### src/rtl/spi_ra_pkg.sv
package spi_ra_pkg;

    typedef enum logic [7:0] {
        OP_RESET  = 8'hC0,
        OP_READ   = 8'h03,
        OP_WRITE  = 8'h02,
        OP_MODIFY = 8'h05,
        OP_RXSTAT = 8'hB0
    } spi_op_e;

    // short receive-buffer read: 1001_0BD0
    localparam logic [7:0] OP_RXBUF_MASK = 8'hF9;
    localparam logic [7:0] OP_RXBUF_VAL  = 8'h90;

    typedef enum logic [3:0] {
        ST_IDLE,
        ST_CMD,
        ST_ADDR,
        ST_MASK,
        ST_WDATA,
        ST_MDATA,
        ST_RDATA,
        ST_STAT,
        ST_SKIP
    } ctrl_state_e;

    typedef enum logic [1:0] {
        ACC_RD,
        ACC_WR,
        ACC_MOD
    } acc_e;

endpackage

### src/rtl/spi_ra_sync.sv
module spi_ra_sync #(
    parameter int STAGES = 2
) (
    input  logic clk,
    input  logic rst_n,
    input  logic sck,
    input  logic cs_n,
    input  logic mosi,
    output logic sck_rise,
    output logic sck_fall,
    output logic active,
    output logic mosi_s
);
    localparam int TOP = STAGES - 1;

    logic [TOP:0] sck_p, cs_p, mosi_p;
    logic         sck_d;

    generate
        if (STAGES == 1) begin : g_single
            always_ff @(posedge clk or negedge rst_n) begin
                if (!rst_n) begin
                    sck_p  <= '0;
                    cs_p   <= '1;
                    mosi_p <= '0;
                end else begin
                    sck_p  <= sck;
                    cs_p   <= cs_n;
                    mosi_p <= mosi;
                end
            end
        end else begin : g_chain
            always_ff @(posedge clk or negedge rst_n) begin
                if (!rst_n) begin
                    sck_p  <= '0;
                    cs_p   <= '1;
                    mosi_p <= '0;
                end else begin
                    sck_p  <= {sck_p[TOP-1:0], sck};
                    cs_p   <= {cs_p[TOP-1:0], cs_n};
                    mosi_p <= {mosi_p[TOP-1:0], mosi};
                end
            end
        end
    endgenerate

    always_ff @(posedge clk or negedge rst_n) begin
        if (!rst_n) sck_d <= 1'b0;
        else        sck_d <= sck_p[TOP];
    end

    assign sck_rise = sck_p[TOP] & ~sck_d;
    assign sck_fall = ~sck_p[TOP] & sck_d;
    assign active   = ~cs_p[TOP];
    assign mosi_s   = mosi_p[TOP];

endmodule

### src/rtl/spi_ra_shifter.sv
module spi_ra_shifter #(
    parameter int BYTE_W = 8
) (
    input  logic              clk,
    input  logic              rst_n,
    input  logic              active,
    input  logic              sck_rise,
    input  logic              sck_fall,
    input  logic              mosi_s,
    input  logic              load,
    input  logic [BYTE_W-1:0] load_byte,
    output logic              byte_done,
    output logic [BYTE_W-1:0] rx_byte,
    output logic              miso_bit
);
    localparam int CNT_W = $clog2(BYTE_W);

    logic [CNT_W-1:0]  cnt;
    logic [BYTE_W-1:0] rx_sh, tx_sh;
    logic              so_q;

    always_ff @(posedge clk or negedge rst_n) begin
        if (!rst_n) begin
            cnt   <= '0;
            rx_sh <= '0;
            tx_sh <= '0;
            so_q  <= 1'b0;
        end else if (!active) begin
            cnt   <= '0;
            tx_sh <= '0;
            so_q  <= 1'b0;
        end else begin
            if (sck_rise) begin
                rx_sh <= rx_byte;
                cnt   <= (cnt == CNT_W'(BYTE_W - 1)) ? '0 : cnt + 1'b1;
            end
            if (load) begin
                tx_sh <= load_byte;
            end else if (sck_fall) begin
                so_q  <= tx_sh[BYTE_W-1];
                tx_sh <= {tx_sh[BYTE_W-2:0], 1'b0};
            end
        end
    end

    assign rx_byte   = {rx_sh[BYTE_W-2:0], mosi_s};
    assign byte_done = active && sck_rise && (cnt == CNT_W'(BYTE_W - 1));
    assign miso_bit  = so_q;

    AST_CNT_CLEARED: assert property (@(posedge clk) disable iff (!rst_n)
        !active |=> (cnt == '0));

    AST_MISO_ON_FALL: assert property (@(posedge clk) disable iff (!rst_n)
        (active && $past(active) && (so_q != $past(so_q))) |-> $past(sck_fall));

endmodule

### src/rtl/spi_ra_ctrl.sv
module spi_ra_ctrl
    import spi_ra_pkg::*;
#(
    parameter int              ADDR_W    = 8,
    parameter logic [ADDR_W-1:0] RXB0_BASE = 8'h60,
    parameter logic [ADDR_W-1:0] RXB1_BASE = 8'h70,
    parameter int              HDR_OFS   = 1,
    parameter int              DATA_OFS  = 6
) (
    input  logic              clk,
    input  logic              rst_n,
    input  logic              active,
    input  logic              byte_done,
    input  logic [7:0]        rx_byte,
    input  logic [7:0]        rf_rdata,
    input  logic [1:0]        rxb_full,
    input  logic              rxb_ext,
    input  logic              rxb_rtr,
    output logic [ADDR_W-1:0] rf_addr,
    output logic              rf_we,
    output logic [7:0]        rf_wdata,
    output logic              rf_re,
    output logic              load,
    output logic [7:0]        load_byte,
    output logic              miso_oe,
    output logic [1:0]        rxb_flag_clr,
    output logic              soft_rst
);
    ctrl_state_e       state_q, state_d;
    acc_e              acc_q;
    logic [ADDR_W-1:0] addr_q;
    logic [7:0]        mask_q;
    logic              load_q, sw_rst_q, rxb_used_q, rxb_sel_q;
    logic [1:0]        clr_q;

    logic is_rd, is_wr, is_mod, is_stat, is_rxb, is_rst;
    logic [ADDR_W-1:0] rxb_start;
    logic [7:0]        stat_byte;

    assign is_rd   = (rx_byte == OP_READ);
    assign is_wr   = (rx_byte == OP_WRITE);
    assign is_mod  = (rx_byte == OP_MODIFY);
    assign is_stat = (rx_byte == OP_RXSTAT);
    assign is_rst  = (rx_byte == OP_RESET);
    assign is_rxb  = ((rx_byte & OP_RXBUF_MASK) == OP_RXBUF_VAL);

    assign rxb_start = (rx_byte[2] ? RXB1_BASE : RXB0_BASE)
                     + (rx_byte[1] ? ADDR_W'(DATA_OFS) : ADDR_W'(HDR_OFS));

    assign stat_byte = {rxb_full[1], rxb_full[0], 1'b0, rxb_ext, rxb_rtr, 3'b000};

    // state register
    always_ff @(posedge clk or negedge rst_n) begin
        if (!rst_n) state_q <= ST_IDLE;
        else        state_q <= state_d;
    end

    // next state
    always_comb begin
        state_d = state_q;
        if (!active) begin
            state_d = ST_IDLE;
        end else begin
            unique case (state_q)
                ST_IDLE:  state_d = ST_CMD;
                ST_CMD: if (byte_done) begin
                    if (is_rd || is_wr || is_mod) state_d = ST_ADDR;
                    else if (is_rxb)              state_d = ST_RDATA;
                    else if (is_stat)             state_d = ST_STAT;
                    else                          state_d = ST_SKIP;
                end
                ST_ADDR: if (byte_done) begin
                    unique case (acc_q)
                        ACC_RD:  state_d = ST_RDATA;
                        ACC_WR:  state_d = ST_WDATA;
                        default: state_d = ST_MASK;
                    endcase
                end
                ST_MASK:  if (byte_done) state_d = ST_MDATA;
                ST_MDATA: if (byte_done) state_d = ST_SKIP;
                ST_WDATA, ST_RDATA, ST_STAT, ST_SKIP: state_d = state_q;
                default:  state_d = ST_IDLE;
            endcase
        end
    end

    // datapath registers
    always_ff @(posedge clk or negedge rst_n) begin
        if (!rst_n) begin
            acc_q      <= ACC_RD;
            addr_q     <= '0;
            mask_q     <= '0;
            load_q     <= 1'b0;
            sw_rst_q   <= 1'b0;
            rxb_used_q <= 1'b0;
            rxb_sel_q  <= 1'b0;
            clr_q      <= '0;
        end else begin
            load_q   <= 1'b0;
            sw_rst_q <= 1'b0;
            clr_q    <= '0;
            if (!active) begin
                if (rxb_used_q) begin
                    clr_q[rxb_sel_q] <= 1'b1;
                    rxb_used_q       <= 1'b0;
                end
            end else if (byte_done) begin
                unique case (state_q)
                    ST_CMD: begin
                        if (is_wr)       acc_q <= ACC_WR;
                        else if (is_mod) acc_q <= ACC_MOD;
                        else             acc_q <= ACC_RD;
                        if (is_rst) sw_rst_q <= 1'b1;
                        if (is_rxb) begin
                            addr_q     <= rxb_start;
                            rxb_sel_q  <= rx_byte[2];
                            rxb_used_q <= 1'b1;
                            load_q     <= 1'b1;
                        end
                        if (is_stat) load_q <= 1'b1;
                    end
                    ST_ADDR: begin
                        addr_q <= rx_byte[ADDR_W-1:0];
                        if (acc_q == ACC_RD) load_q <= 1'b1;
                    end
                    ST_MASK:  mask_q <= rx_byte;
                    ST_WDATA: addr_q <= addr_q + 1'b1;
                    ST_RDATA: begin
                        addr_q <= addr_q + 1'b1;
                        load_q <= 1'b1;
                    end
                    ST_STAT:  load_q <= 1'b1;
                    default:  ;
                endcase
            end
        end
    end

    // outputs
    always_comb begin
        rf_addr      = addr_q;
        rf_we        = byte_done && ((state_q == ST_WDATA) || (state_q == ST_MDATA));
        rf_wdata     = (state_q == ST_MDATA) ? ((rf_rdata & ~mask_q) | (rx_byte & mask_q))
                                             : rx_byte;
        rf_re        = load_q && (state_q == ST_RDATA);
        load         = load_q;
        load_byte    = (state_q == ST_STAT) ? stat_byte : rf_rdata;
        miso_oe      = active && ((state_q == ST_RDATA) || (state_q == ST_STAT));
        rxb_flag_clr = clr_q;
        soft_rst     = sw_rst_q;
    end

    AST_WE_NEEDS_SELECT: assert property (@(posedge clk) disable iff (!rst_n)
        rf_we |-> active);

    AST_OE_NOT_WITH_WE: assert property (@(posedge clk) disable iff (!rst_n)
        miso_oe |-> !rf_we);

    AST_READ_IN_OUTPUT: assert property (@(posedge clk) disable iff (!rst_n)
        rf_re |-> miso_oe);

    AST_CLR_ONEHOT: assert property (@(posedge clk) disable iff (!rst_n)
        $onehot0(rxb_flag_clr));

    AST_CLR_DESELECTED: assert property (@(posedge clk) disable iff (!rst_n)
        (|rxb_flag_clr) |-> !active);

    AST_RST_SINGLE: assert property (@(posedge clk) disable iff (!rst_n)
        soft_rst |=> !soft_rst);

endmodule

### src/rtl/spi_regacc_top.sv
module spi_regacc_top #(
    parameter int ADDR_W      = 8,
    parameter int SYNC_STAGES = 2
) (
    input  logic              clk,
    input  logic              rst_n,
    input  logic              spi_sck,
    input  logic              spi_cs_n,
    input  logic              spi_mosi,
    output logic              spi_miso,
    output logic              spi_miso_oe,
    output logic [ADDR_W-1:0] rf_addr,
    output logic              rf_we,
    output logic [7:0]        rf_wdata,
    output logic              rf_re,
    input  logic [7:0]        rf_rdata,
    input  logic [1:0]        rxb_full,
    input  logic              rxb_ext,
    input  logic              rxb_rtr,
    output logic [1:0]        rxb_flag_clr,
    output logic              soft_rst
);
    localparam int BYTE_W = 8;

    logic sck_rise, sck_fall, active, mosi_s;
    logic byte_done, load;
    logic [BYTE_W-1:0] rx_byte, load_byte;

    spi_ra_sync #(.STAGES(SYNC_STAGES)) u_sync (
        .clk      (clk),
        .rst_n    (rst_n),
        .sck      (spi_sck),
        .cs_n     (spi_cs_n),
        .mosi     (spi_mosi),
        .sck_rise (sck_rise),
        .sck_fall (sck_fall),
        .active   (active),
        .mosi_s   (mosi_s)
    );

    spi_ra_shifter #(.BYTE_W(BYTE_W)) u_shift (
        .clk       (clk),
        .rst_n     (rst_n),
        .active    (active),
        .sck_rise  (sck_rise),
        .sck_fall  (sck_fall),
        .mosi_s    (mosi_s),
        .load      (load),
        .load_byte (load_byte),
        .byte_done (byte_done),
        .rx_byte   (rx_byte),
        .miso_bit  (spi_miso)
    );

    spi_ra_ctrl #(.ADDR_W(ADDR_W)) u_ctrl (
        .clk          (clk),
        .rst_n        (rst_n),
        .active       (active),
        .byte_done    (byte_done),
        .rx_byte      (rx_byte),
        .rf_rdata     (rf_rdata),
        .rxb_full     (rxb_full),
        .rxb_ext      (rxb_ext),
        .rxb_rtr      (rxb_rtr),
        .rf_addr      (rf_addr),
        .rf_we        (rf_we),
        .rf_wdata     (rf_wdata),
        .rf_re        (rf_re),
        .load         (load),
        .load_byte    (load_byte),
        .miso_oe      (spi_miso_oe),
        .rxb_flag_clr (rxb_flag_clr),
        .soft_rst     (soft_rst)
    );

endmodule

### config.mk
export PLATFORM = sky130hd
export DESIGN_NAME = spi_regacc_top
export DESIGN_NICKNAME = d
export VERILOG_FILES = /design/src/rtl/spi_ra_pkg.sv /design/src/rtl/spi_ra_sync.sv /design/src/rtl/spi_ra_shifter.sv /design/src/rtl/spi_ra_ctrl.sv /design/src/rtl/spi_regacc_top.sv
export SDC_FILE = /design/constraint.sdc
export NUM_CORES = 1
export LEC_CHECK = 0
export ABC_AREA = 0
export BUFFER_PORTS_ARGS = -buffer_cell sky130_fd_sc_hd__buf_2
export CAP_MARGIN = 40
export CORE_MARGIN = 4
export CORE_UTILIZATION = 35
export DETAILED_ROUTE_END_ITERATION = 12
export SKIP_CTS_REPAIR_TIMING = 1
export SKIP_LAST_GASP = 1
export SLEW_MARGIN = 20
export SYNTH_ARGS = -nofsm -noshare
export SYNTH_HDL_FRONTEND = slang
export SYNTH_HIERARCHICAL = 1
export SYNTH_SLANG_ARGS = --single-unit
export TNS_END_PERCENT = 1
### constraint.sdc
create_clock -name clk -period 2.2 [get_ports clk]
set_input_delay 0 -clock clk [delete_from_list [all_inputs] [get_ports clk]]
set_output_delay 0 -clock clk [all_outputs]
set_load 0.05 [all_outputs]
* Word level (Yosys, flattened, before mapping)
Cells that the tools add are included.
Cells by class: $add $sub $neg 3, order comparisons 2, eq/ne operators 23, multiplexer cells 45, bitwise gates (word level) 9, reductions and logical operators 30
Operators by type and width (count):
- 2-to-1 mux 8 bit | 6
- 2-to-1 mux 4 bit | 8
- case mux 4 bit (6 select lines) | 1
- case mux 8 bit (3 select lines) | 1
- 2-to-1 mux 1 bit | 17
- AND 8 bit | 2
- equality test 4 x 3 -> 1 bit, second input constant | 4
- equality test 8 x 2 -> 1 bit, second input constant | 2
- equality test 8 bit, second input constant | 2
- 2-to-1 mux 3 bit | 4
- != test 3 x 2 -> 1 bit, second input constant | 4
- nonzero test 2 bit | 5
- AND reduction 3 bit | 3
- adder 8 x 1 -> 8 bit, second input constant | 1
- adder 8 bit | 1
- equality test 4 x 2 -> 1 bit, second input constant | 2
- equality test 8 x 3 -> 1 bit, second input constant | 1
- 2-to-1 mux 2 bit | 4
- inverter 8 bit | 1
- bitwise OR 8 bit | 1
- AND reduction 4 bit | 2
- equality test 6 bit, second input constant | 1
- logical AND 1 bit | 6
- case mux 3 bit (2 select lines) | 1
- other kinds (22) | 32
Storage, ports and cells: register bits after elaboration 54, input port bits 17, logic and storage cells 129

* Longest topological paths before layout
word-level depth 7, gate-level depth with buffers 9

* Modules after synthesis
Netlist, hierarchy kept.
Modules (own cells, without submodules):
- spi_ra_ctrl | instances 1, cells each 189, area each 1774.2 um^2, seq. area each 700.7 um^2
- spi_ra_shifter | instances 1, cells each 70, area each 895.9 um^2, seq. area each 475.5 um^2
- spi_ra_sync | instances 1, cells each 10, area each 196.4 um^2, seq. area each 177.7 um^2

* Worst setup path after synthesis
No wires, ideal clock.
path kind reg-to-reg, from reg u_sync.sck_d, to reg u_ctrl.addr_q[5], in the netlist u_ctrl/rf_addr[5], arrival 1871 ps, data required time 2079 ps, setup slack 208 ps, cell stages (with the launch flop) 9, path buffers 3, period minus slack after synthesis 1992 ps, cells stage by stage dfrtp_1 -> and2b_2 -> buf_4 -> and3_1 -> clkbuf_1 -> nand4_2 -> o32a_1 -> buf_2 -> o22a_1
On the way: cells in the longest elaborated chain, start to end 5
RTL lines:
- start, declared | RTL line spi_ra_sync.sv:17 | logic sck_d;
- start signal, assigned | RTL line spi_ra_sync.sv:49 | else sck_d <= sck_p[TOP];
- inverter 1 bit | RTL line spi_ra_sync.sv:52 | assign sck_rise = sck_p[TOP] & ~sck_d;
- AND 1 bit | RTL line spi_ra_sync.sv:52
- via sck_rise | RTL line spi_regacc_top.sv:25 | logic sck_rise, sck_fall, active, mosi_s;
- logical AND 1 bit (2 in series) | RTL line spi_ra_shifter.sv:47 | assign byte_done = active && sck_rise && (cnt == CNT_W'(BYTE_W - 1));
- via byte_done | RTL line spi_regacc_top.sv:26 | logic byte_done, load;
- AND reduction 4 bit (no line)
- end signal, assigned | RTL line spi_ra_ctrl.sv:115 | addr_q <= rxb_start;
- end signal, assigned | RTL line spi_ra_ctrl.sv:123 | addr_q <= rx_byte[ADDR_W-1:0];
- end signal, assigned | RTL line spi_ra_ctrl.sv:127 | ST_WDATA: addr_q <= addr_q + 1'b1;
- end, declared | RTL line spi_ra_ctrl.sv:31 | logic [ADDR_W-1:0] addr_q;
The timed path passes the listed nets, and every way through them passes these cells. A chain may end at the register's enable or synchronous reset.

* Final worst setup path
from reg u_ctrl.state_q[3], to out rf_wdata[5]
On the way: cells in the longest elaborated chain, start to end 2
RTL lines:
- start, declared | RTL line spi_ra_ctrl.sv:29 | ctrl_state_e state_q, state_d;
- start signal, assigned | RTL line spi_ra_ctrl.sv:55 | else state_q <= state_d;
- equality test 4 x 3 -> 1 bit | RTL line spi_ra_ctrl.sv:143 | rf_wdata = (state_q == ST_MDATA) ? ((rf_rdata & ~mask_q) | (rx_byte & mask_q))
- 2-to-1 mux 8 bit | RTL line spi_ra_ctrl.sv:143
- end, declared | RTL line spi_regacc_top.sv:14 | output logic [7:0] rf_wdata,
No other way between the ends.

==> summary.txt <==
WP depth: 5
Critical Path RT: 2200 ps
R2r endpoint: u_ctrl/rf_addr[5]$_DFFE_PN0P_
Area Growth Syn to Fin: 16.19%
RSZ-0062 raised after global routing: no
Fin. max-slew vios: 0
Largest net degree at the start of global routing: 55
R2r worst-path depth: 7
Post-DRT Antenna Nets: 0
Slowest stage delay, CP: 390 ps
Starting density of the core: 36.53%
CTS Buffer Depth: 2
Final wirelength: 6700 µm
Place WS: 193.5 ps
Final Hold Viols: 0
Worst Hold End: u_shift/tx_sh[5]$_DFFE_PN0P_
Yosys Warn Count: 6
Normalized max-slew margin: 54.85%
Die width: 98.50 µm
Maximum vdd drop: 229.0 µV
GRT Max-Usage Layer: met2
Post-Syn Area: 0.002866 mm²
Worst R2R Start: u_shift/cnt[0]$_DFFE_PN0P_
Routability cong.: 0.8517
Crit path max fanout: 8
First-pass GRT wire length: 11090 µm
Register area share after synthesis: 47.23%
Status: finished clean
Syn_nets: 289
Slew at the pin closest to its max-slew limit: 677.2 ps
PortBufs: 39
P_leak: 1.569 nW
Inserted Clock Buffers: 5
Cell Count, Final, Fillers Out: 421
Wire per inst: 15.91 µm
Fmax: 0.4978 GHz
Cells after synthesis: 269
Number of nets in the layout: 339
Met3 GRT Util: 2.902%
Worst path slowest cell: dfrtp_1
Buf/Inv on CP: 1
TNS Setup: 0 ps
Clk sinks: 54
Share of layout cells above drive strength 1: 31.35%
DRC Markers: 0
Max Cap Viol: 0
Worst R2R Setup Slack: 190 ps
Clk_lat worst skew: 300 ps
Pwr per Cell Area: 732.0 mW/mm²
Fin Hold WS: 116.6 ps
Worst path cell trace: nor2b_2 > nand2_1 > nor2_1 > mux2_2 > buf_2
Routing usage on met2: 21.63%
Avg Cell Area, Syn: 10.66 µm²
Clock slew at reported path FFs: 90 ps
Vias per std cell: 5.268
Family with the most delay on the worst path: simple AND/OR/NAND/NOR gates
WHS Path Cells: 4
Crit path launch type: flop
Flops & latches, synth: 54
Final setup viols: 0
Vias in the first global route: 2185
Cell row count: 32
Num ports: 40
Data arrival time of the worst path: 2010 ps
Most frequent cells in the layout: 52 x dfrtp_1, 39 x buf_2, 25 x nor2_1, 22 x mux2_2, 18 x o21ai_0
Dpl cells: 410
Final Critical Period: 2009 ps
Total iterations of the first detailed-routing run: 4
CTS tree: done
Critical path class: reg2out
Final Cycle Share: 91.32%
Htree depth: 2
Total grt overflow: 0
Most common cell after layout, fill and taps aside: dfrtp_1
N_diodes: 0
HP Start: rf_rdata[5]
Netlist cell types: 52
HP Class: in2reg
Nature of the critical path endpoint: output port
DRT iter0 DRCs: 103
DP HPWL: 4774 µm
GRT met1 Usage: 20.01%
GRT Resource Usage Total: 14.07%
Final setup skew: 12.72 ps
Clock root buffer: clkbuf_8
Via count: 2218
Initial antenna violation count: 0
CORE AREA: 0.007848 mm²
Final Worst Setup Slack: 191.0 ps
DIE AREA: 0.009702 mm²
Die Height: 98.50 µm
==> tightest hold or removal path, delay by kind of cell <==
kind / cells / cell delay, ps
and+or+nand+nor: 1 / 110
buffers and inverters: 1 / 90
AOI/OAI and AO/OA: 2 / 180
==> through the flow <==
step	total power (W)	area [µm²]	utilization, %
floorplan	0.001691	2867	-
global placement	0.001922	3214	40.96
detailed placement	0.001932	3214	40.96
CTS	0.002462	3291	41.93
global route	0.002579	3331	42.44
finish	0.002438	3331	42.44
==> flip-flops by register name, summed over array words and instances, names as in the netlist <==
signal	count
u_ctrl/acc_q	2
u_ctrl/rxb_flag_clr	2
u_sync/sck_d	1
u_shift/tx_sh	8
u_ctrl/load	1
u_shift/miso_bit	1
u_ctrl/state_q	4
u_sync/sck_p	2
u_sync/mosi_p	2
u_ctrl/rxb_used_q	1
u_ctrl/rf_addr	8
u_shift/cnt	3
u_sync/cs_p	2
u_ctrl/rxb_sel_q	1
u_ctrl/mask_q	8
u_shift/rx_sh	7
u_ctrl/soft_rst	1
==> kinds of logic after synthesis <==
| family | count (synthesis) | share of synthesized area (%) |
|---|---|---|
| AOI/OAI and AO/OA | 57 | 12.35 |
| adders and majority gates | 3 | 1.310 |
| buffers and inverters | 19 | 3.317 |
| DFF | 54 | 47.23 |
| muxes | 42 | 16.85 |
| and+or+nand+nor | 94 | 18.94 |
==> synth_stat cells, drive strengths merged <==
| library cell | n | area, µm² |
|---|---|---|
| a211oi | 2 | 15.01 |
| a21o | 1 | 7.510 |
| a21oi | 15 | 78.83 |
| a221oi | 2 | 17.52 |
| a31oi | 3 | 18.77 |
| a32o | 2 | 20.02 |
| and2 | 5 | 31.28 |
| and2b | 2 | 16.27 |
| and3 | 3 | 18.77 |
| and3b | 2 | 17.52 |
| and4b | 1 | 10.01 |
| buf | 9 | 57.56 |
| clkbuf | 4 | 15.01 |
| dfrtp | 52 | 1301 |
| dfstp | 2 | 52.55 |
| ha | 3 | 37.54 |
| inv | 6 | 22.52 |
| mux2 | 29 | 352.8 |
| mux2i | 13 | 130.1 |
| nand2 | 15 | 63.81 |
| nand2b | 4 | 25.02 |
| nand3 | 6 | 30.03 |
| nand3b | 2 | 15.01 |
| nand4 | 3 | 25.02 |
| nor2 | 27 | 116.4 |
| nor2b | 9 | 66.31 |
| nor3 | 5 | 25.02 |
| nor3b | 6 | 50.05 |
| o21ai | 19 | 95.09 |
| o21bai | 2 | 15.01 |
| o221a | 1 | 11.26 |
| o22a | 1 | 8.760 |
| o22ai | 5 | 31.28 |
| o31a | 1 | 8.760 |
| o31ai | 1 | 7.510 |
| o32a | 1 | 10.01 |
| o41ai | 1 | 8.760 |
| or2 | 1 | 6.260 |
| or3 | 1 | 6.260 |
| or3b | 2 | 20.02 |
==> layout make-up <==
cell class,count,area [µm²]
flip-flops and latches,54,1354
multi-input cells,196,1418
clock buffers,7,76.32
inverters,6,22.52
well taps,102,127.6
repair buffers,56,332.8
fillers,791,4517
==> power by group <==
group / switching, W / leakage [nW] / total (W) / internal, W
Combinational: 0.000471 / 0.809 / 0.000769 / 0.000299
Clock: 0.000299 / 0.0383 / 0.000519 / 0.000220
Sequential: 0.0000924 / 0.722 / 0.00115 / 0.00106
Total: 0.000862 / 1.57 / 0.00244 / 0.00158
==> layer usage <==
layer | vias up | part of all wire (%)
met2 | 53 | 47
met5 | - | 0
li1 | 1061 | -
met1 | 1098 | 48
met3 | 6 | 4.2
met4 | 0 | 1.2
==> how the worst max path moves through the flow <==
stage,from,end,slack (ps)
4_1_cts,u_ctrl/state_q[3]$_DFFE_PN0P_,rf_wdata[2],140
5_1_grt,u_ctrl/state_q[3]$_DFFE_PN0P_,rf_wdata[1],6
3_3_place_gp,u_sync/sck_d$_DFF_PN0_,u_ctrl/rf_addr[2]$_DFFE_PN0P_,250
3_5_place_dp,u_sync/sck_d$_DFF_PN0_,u_ctrl/rf_addr[3]$_DFFE_PN0P_,190
2_1_floorplan,u_sync/sck_d$_DFF_PN0_,u_ctrl/rf_addr[5]$_DFFE_PN0P_,210
6_report,u_ctrl/state_q[3]$_DFFE_PN0P_,rf_wdata[5],190
Power figures use the tool's default switching activity.
